## src/rtl/mover_pkg.sv

```systemverilog
package mover_pkg;
    typedef enum logic [1:0] {
        OP_SHORT = 2'd0,
        OP_LONG  = 2'd1,
        OP_CMP   = 2'd2,
        OP_RSVD  = 2'd3
    } op_e;

    typedef enum logic [1:0] {
        REL_EQ = 2'd0,
        REL_LT = 2'd1,
        REL_GT = 2'd2
    } rel_e;

    typedef enum logic [2:0] {
        S_IDLE,
        S_SRD,
        S_SCAP,
        S_DRD,
        S_DCAP,
        S_STEP,
        S_DWR,
        S_DONE
    } state_e;
endpackage

```

## src/rtl/chr_pick.sv

```systemverilog
module chr_pick #(
    parameter int CHAR_W = 6,
    parameter int SLOTS  = 10,
    parameter int POS_W  = 4
) (
    input  logic [CHAR_W*SLOTS-1:0] word,
    input  logic [POS_W-1:0]        slot,
    output logic [CHAR_W-1:0]       ch
);
    logic [CHAR_W-1:0] lane [SLOTS];

    // slot 0 is the most significant character
    for (genvar g = 0; g < SLOTS; g++) begin : g_lane
        assign lane[g] = word[(SLOTS-g)*CHAR_W-1 -: CHAR_W];
    end

    always_comb begin
        ch = '0;
        for (int i = 0; i < SLOTS; i++) begin
            if (slot == POS_W'(i)) ch = lane[i];
        end
    end
endmodule

```

## src/rtl/chr_place.sv

```systemverilog
module chr_place #(
    parameter int CHAR_W = 6,
    parameter int SLOTS  = 10,
    parameter int POS_W  = 4
) (
    input  logic [CHAR_W*SLOTS-1:0] word_in,
    input  logic [POS_W-1:0]        slot,
    input  logic [CHAR_W-1:0]       ch,
    output logic [CHAR_W*SLOTS-1:0] word_out
);
    for (genvar g = 0; g < SLOTS; g++) begin : g_lane
        assign word_out[(SLOTS-g)*CHAR_W-1 -: CHAR_W] =
            (slot == POS_W'(g)) ? ch : word_in[(SLOTS-g)*CHAR_W-1 -: CHAR_W];
    end
endmodule

```

## src/rtl/char_mover.sv

```systemverilog
module char_mover
    import mover_pkg::*;
#(
    parameter int ADDR_W  = 18,
    parameter int CHAR_W  = 6,
    parameter int SLOTS   = 10,
    parameter int LEN_W   = 13,
    parameter int SHORT_W = 7,
    localparam int WORD_W = CHAR_W * SLOTS,
    localparam int POS_W  = $clog2(SLOTS + 1)
) (
    input  logic              clk,
    input  logic              rst_n,
    input  logic              cmd_valid,
    output logic              cmd_ready,
    input  logic [1:0]        cmd_op,
    input  logic [ADDR_W-1:0] cmd_src_addr,
    input  logic [POS_W-1:0]  cmd_src_pos,
    input  logic [ADDR_W-1:0] cmd_dst_addr,
    input  logic [POS_W-1:0]  cmd_dst_pos,
    input  logic [LEN_W-1:0]  cmd_len,
    output logic              mem_req,
    output logic              mem_we,
    output logic [ADDR_W-1:0] mem_addr,
    output logic [WORD_W-1:0] mem_wdata,
    input  logic [WORD_W-1:0] mem_rdata,
    output logic              done,
    output logic [1:0]        cmp_rel,
    output logic [LEN_W-1:0]  cmp_off
);
    localparam logic [POS_W-1:0] LAST_SLOT = POS_W'(SLOTS - 1);

    state_e             state, nxt;
    op_e                op_q;
    logic [ADDR_W-1:0]  saddr_q, daddr_q;
    logic [POS_W-1:0]   sslot_q, dslot_q;
    logic [LEN_W-1:0]   left_q, cnt_q, len_q, off_q;
    logic [WORD_W-1:0]  sword_q, dword_q, merged;
    logic               need_dst_q, need_src_q;
    rel_e               rel_q;

    logic [CHAR_W-1:0]  sc, dc;
    logic [LEN_W-1:0]   eff_len;
    logic               is_cmp, swrap, dwrap, mism, last;

    chr_pick #(.CHAR_W(CHAR_W), .SLOTS(SLOTS), .POS_W(POS_W)) u_psrc (
        .word(sword_q), .slot(sslot_q), .ch(sc));
    chr_pick #(.CHAR_W(CHAR_W), .SLOTS(SLOTS), .POS_W(POS_W)) u_pdst (
        .word(dword_q), .slot(dslot_q), .ch(dc));
    chr_place #(.CHAR_W(CHAR_W), .SLOTS(SLOTS), .POS_W(POS_W)) u_put (
        .word_in(dword_q), .slot(dslot_q), .ch(sc), .word_out(merged));

    assign eff_len = (op_e'(cmd_op) == OP_SHORT) ?
                     LEN_W'(cmd_len[SHORT_W-1:0]) : cmd_len;
    assign is_cmp  = (op_q == OP_CMP);
    assign swrap   = (sslot_q == LAST_SLOT);
    assign dwrap   = (dslot_q == LAST_SLOT);
    assign mism    = is_cmp && (sc != dc);
    assign last    = (left_q == LEN_W'(1));

    // state register
    always_ff @(posedge clk or negedge rst_n) begin
        if (!rst_n) state <= S_IDLE;
        else        state <= nxt;
    end

    // transitions
    always_comb begin
        nxt = state;
        unique case (state)
            S_IDLE: if (cmd_valid) nxt = (eff_len == '0) ? S_DONE : S_SRD;
            S_SRD:  nxt = S_SCAP;
            S_SCAP: nxt = need_dst_q ? S_DRD : S_STEP;
            S_DRD:  nxt = S_DCAP;
            S_DCAP: nxt = S_STEP;
            S_STEP: begin
                if (mism)          nxt = S_DONE;
                else if (last)     nxt = is_cmp ? S_DONE : S_DWR;
                else if (dwrap)    nxt = is_cmp ? (swrap ? S_SRD : S_DRD) : S_DWR;
                else if (swrap)    nxt = S_SRD;
                else               nxt = S_STEP;
            end
            S_DWR:  nxt = (left_q == '0) ? S_DONE : (need_src_q ? S_SRD : S_DRD);
            S_DONE: nxt = S_IDLE;
            default: nxt = S_IDLE;
        endcase
    end

    // outputs
    always_comb begin
        cmd_ready = (state == S_IDLE);
        done      = (state == S_DONE);
        mem_req   = (state == S_SRD) || (state == S_DRD) || (state == S_DWR);
        mem_we    = (state == S_DWR);
        mem_addr  = (state == S_SRD) ? saddr_q : daddr_q;
        mem_wdata = dword_q;
        cmp_rel   = rel_q;
        cmp_off   = off_q;
    end

    // datapath
    always_ff @(posedge clk or negedge rst_n) begin
        if (!rst_n) begin
            op_q       <= OP_SHORT;
            saddr_q    <= '0;
            daddr_q    <= '0;
            sslot_q    <= '0;
            dslot_q    <= '0;
            left_q     <= '0;
            cnt_q      <= '0;
            len_q      <= '0;
            off_q      <= '0;
            sword_q    <= '0;
            dword_q    <= '0;
            need_dst_q <= 1'b0;
            need_src_q <= 1'b0;
            rel_q      <= REL_EQ;
        end else begin
            case (state)
                S_IDLE: if (cmd_valid) begin
                    op_q       <= op_e'(cmd_op);
                    saddr_q    <= cmd_src_addr;
                    daddr_q    <= cmd_dst_addr;
                    sslot_q    <= cmd_src_pos - 1'b1;
                    dslot_q    <= cmd_dst_pos - 1'b1;
                    left_q     <= eff_len;
                    len_q      <= eff_len;
                    cnt_q      <= '0;
                    need_dst_q <= 1'b1;
                    need_src_q <= 1'b0;
                    rel_q      <= REL_EQ;
                    off_q      <= '0;
                end
                S_SCAP: sword_q <= mem_rdata;
                S_DCAP: begin
                    dword_q    <= mem_rdata;
                    need_dst_q <= 1'b0;
                end
                S_STEP: begin
                    if (mism) begin
                        rel_q <= (sc < dc) ? REL_LT : REL_GT;
                        off_q <= cnt_q;
                    end else begin
                        if (!is_cmp) dword_q <= merged;
                        if (is_cmp && last) off_q <= cnt_q + 1'b1;
                        left_q  <= left_q - 1'b1;
                        cnt_q   <= cnt_q + 1'b1;
                        sslot_q <= swrap ? '0 : sslot_q + 1'b1;
                        dslot_q <= dwrap ? '0 : dslot_q + 1'b1;
                        if (swrap) saddr_q <= saddr_q + 1'b1;
                        if (dwrap) begin
                            need_dst_q <= 1'b1;
                            need_src_q <= swrap;
                            if (is_cmp) daddr_q <= daddr_q + 1'b1;
                        end
                    end
                end
                S_DWR: daddr_q <= daddr_q + 1'b1;
                default: ;
            endcase
        end
    end
endmodule

```

## config.mk

```make
export PLATFORM = sky130hd
export DESIGN_NAME = char_mover
export DESIGN_NICKNAME = d
export VERILOG_FILES = /design/src/rtl/mover_pkg.sv /design/src/rtl/chr_pick.sv /design/src/rtl/chr_place.sv /design/src/rtl/char_mover.sv
export SDC_FILE = /design/constraint.sdc
export NUM_CORES = 1
export LEC_CHECK = 0
export ABC_AREA = 1
export BUFFER_PORTS_ARGS = -buffer_cell sky130_fd_sc_hd__buf_2
export CORE_ASPECT_RATIO = 1.4
export CORE_MARGIN = 2
export CORE_UTILIZATION = 60
export CTS_BUF_LIST = sky130_fd_sc_hd__clkbuf_4
export CTS_CLUSTER_SIZE = 12
export DETAILED_ROUTE_END_ITERATION = 6
export PLACE_DENSITY = 0.95
export SETUP_SLACK_MARGIN = 0.1
export SYNTH_ARGS = -nofsm -noshare
export SYNTH_HDL_FRONTEND = slang
export SYNTH_SLANG_ARGS = --single-unit
```

## constraint.sdc

```tcl
create_clock -name clk -period 5.4 [get_ports clk]
set_input_delay 0.81 -clock clk [delete_from_list [all_inputs] [get_ports clk]]
set_output_delay 0.81 -clock clk [all_outputs]
set_load 0.01 [all_outputs]
```

==> summary.md <==
| Metric | Value |
|---|---|
| WL final | `37.53 mm` |
| P&R area growth vs syn | `15.88%` |
| Clk_lat worst skew | `0.68 ns` |
| Total congestion overflow | `0` |
| Die Y | `169.9 µm` |
| Port bufs | `218` |
| Worst VDD drop | `0.0003669 V` |
| WP data required | `5.94 ns` |
| Synth area leader | `dfrtp_1` |
| Initial antenna violation count | `1` |
| Ys flop type | `dfrtp_1` |
| DR DRC count | `0` |
| Placed insts | `2009` |
| Largest net degree at the start of global routing | `114` |
| NetSw | `4.216 mW` |
| Sequential cell area fraction in the yosys report | `44.95%` |
| Net Count, Synth | `1729` |
| CTS H-Tree Depth | `2` |
| Avg Inst Size Synth | `7.404 µm²` |
| Max Cap Viol | `0` |
| Ports | `219` |
| Setup WS pre-CTS | `1.024 ns` |
| Worst hold slack | `0.2126 ns` |
| Combinational power share | `49.1%` |
| TritonCTS clock tree | `built` |
| Die width | `122.5 µm` |
| Slew @ Worst Pin | `0.8866 ns` |
| Post-CTS sizing | `0` |
| Filler Cell Count | `1441` |
| Hold Violations, Final | `0` |
| Arr. time, crit path | `5.05 ns` |
| Hold buffer count at cts | `0` |
| Top area cells in the synthesized netlist | `dfrtp_1, nand2_1, a21oi_1, o21ai_0, nor2_1` |
| Die area | `0.02082 mm²` |
| Gate Count Post-Synth | `1594` |
| Core Area | `0.01929 mm²` |
| Crit path time final | `4.509 ns` |
| Final period utilization | `83.51%` |
| Sum Neg Setup Slack | `0 ns` |
| F_max | `221.8 MHz` |
| Critical path fanouts, max | `43` |
| Max-slew headroom | `40.81%` |
| Synth warn | `0` |
| Leakage power | `6.783 nW` |
| Final WS setup | `0.8905 ns` |
| CTS max path bufs | `3` |
| Worst-path clk slew | `0.07 ns` |
| Status | `completed` |
| Via-to-Cell Ratio | `5.978` |
| Vias | `12.57k` |
| Gpl congestion | `1.040` |
| Clk sinks | `212` |
| Clock Power Share | `15.7%` |
| Total track usage | `36.18%` |
| WL per Instance | `17.85 µm` |
| Root buf cell | `clkbuf_4` |
| Power per cell area | `628.7 mW/mm²` |
| First-pass GRT wire length | `59.22 mm` |
| Nature of the critical path startpoint | `flip-flop` |
| Fin Clk Skew | `0.02314 ns` |
| Fin util | `70.88%` |
| Unrepaired setup endpoints after global routing | `no` |
| Pre-antenna DRT Iters | `5` |
| Setup Buffers After CTS | `0` |
| Final #Nets | `1950` |
| Synthesized flop and latch total | `212` |
| Yosys cell types | `51` |
| Synth Cell Area | `0.01180 mm²` |
| Multi-input logic area | `0.005677 mm²` |
| Vias in the first global route | `11.89k` |
| Share of layout cells above drive strength 1 | `19.31%` |
| Share of flip-flops with an asynchronous set or reset | `100.0%` |
| Num CTS Buffers | `52` |
| Share of power burned in registers | `35.2%` |
| DP Wirelength | `26.92 mm` |
| DRT antenna net count | `0` |
| Row cnt | `60` |
| Commonest cells post-synth | `nand2_1, dfrtp_1, a21oi_1, nor2_1, inv_1` |
| Initial Util | `61.17%` |
| Sw Ratio | `49.04%` |
| Critical path endpoint category | `flip-flop` |
| P_int | `4.382 mW` |
| Post-synth EDFFs | `0` |
| Yosys top cell area share | `44.95%` |
| CP Class | `flip-flop to flip-flop` |
| Max-slew violation count | `0` |
| HP Class | `primary input to async pin` |
| Count leader, synth | `nand2_1` |
| Drt first-iter violations | `1372` |
| Reg area | `0.005305 mm²` |
| # setup viols final | `0` |
| Finished Layout Cells | `2103` |
## worst max-delay path: stages, from the launching register on
cell and delay (ns):
dfrtp_1 0.41, nor2_1 0.60, inv_1 0.18, nor2_1 0.37
nand2_1 0.09, nand4_1 0.10, a21oi_1 0.06, nand3_1 0.09
nor2_1 0.04, o21a_1 0.17, ha_1 0.29, nand2_1 0.06
nor2_1 0.11, nand3_1 0.13, nand2_2 0.19, nand2_4 0.17
inv_4 0.36, nand2_2 0.24, inv_2 0.39, nand2_1 0.10
a21oi_1 0.13, nor2_1 0.06
## cell type report
type	instances	area share (%)
Multi-Input combinational cell	1173	41.51
Sequential cell	212	38.79
Timing Repair Buffer	223	8.408
Inverter	153	4.218
Clock buffer	74	4.062
Tap cell	248	2.269
Clock inverter	19	0.7228
Antenna cell	1	0.01830
## layer usage
layer	part of all wire [%]	vias up	GRT usage [%]
met4	6.0	0	21.49
met3	8.7	185	6.267
met1	36	5812	42.97
met2	49	813	60.97
li1	-	5762	-
met5	0	-	0
## path summary, 6_finish.rpt
check	end	cells after the start	start	slack, ns
worst min register to register	sword_q[14]$_DFFE_PN0N_	2	sword_q[14]$_DFFE_PN0N_	0.47
worst min-delay path	cmp_off[9]$_DFFE_PN0P_	1	rst_n	0.21
min in group clk	sword_q[43]$_DFFE_PN0N_	3	mem_rdata[43]	0.36
max in group asynchronous	mem_wdata[16]$_DFFE_PN0P_	2	rst_n	4.10
worst max-delay path	saddr_q[12]$_DFFE_PN0P_	21	dslot_q[2]$_DFFE_PN0P_	0.89
worst max register to register	saddr_q[12]$_DFFE_PN0P_	21	dslot_q[2]$_DFFE_PN0P_	0.89
## sequential cells by signal, indices dropped and copies added (netlist names)
| register | count |
|---|---|
| cmp_rel | 2 |
| daddr_q | 18 |
| need_src_q | 1 |
| sword_q | 60 |
| cnt_q | 13 |
| sslot_q | 4 |
| saddr_q | 18 |
| mem_wdata | 60 |
| dslot_q | 4 |
| state | 3 |
| op_q | 2 |
| need_dst_q | 1 |
| cmp_off | 13 |
| left_q | 13 |
## cell usage in the layout, fill, tap and decap left out, types with 19 or more instances in the layout
| cell | count |
|---|---|
| nand2_1 | 423 |
| buf_2 | 217 |
| dfrtp_1 | 212 |
| a21oi_1 | 176 |
| nor2_1 | 143 |
| inv_1 | 141 |
| o21ai_0 | 116 |
| nand3_1 | 101 |
| clkbuf_4 | 74 |
| nand4_1 | 29 |
| nor3_1 | 20 |
| xor2_1 | 20 |
| o211ai_1 | 19 |
## power groups by stage
stage / clock, mW / sequential [mW] / combinational, mW
finish: 1.35 / 3.03 / 4.22
global route: 1.44 / 3.08 / 4.72
CTS: 1.36 / 2.99 / 4.15
detailed placement: 0 / 3.00 / 4.12
global placement: 0 / 2.98 / 3.95
floorplan: 0 / 2.86 / 2.86
## cells by family after synthesis
family | synth area share (%)
XOR/XNOR | 1.781
adder cells (fa/ha/maj) | 1.378
multiplexers | 0.2756
flip-flops | 44.95
buffers and inverters | 7.114
AND/OR/NAND/NOR | 27.31
AO/OA/AOI/OAI | 17.19
## metrics by stage
stage | cell area [µm²] | power (mW)
after CTS | 13670 | 8.497
final | 13680 | 8.598
after global placement | 13020 | 6.930
after floorplan | 11800 | 5.723
after detailed placement | 13020 | 7.125
after global routing | 13680 | 9.242
No activity file was read; power rests on OpenSTA's default activity.
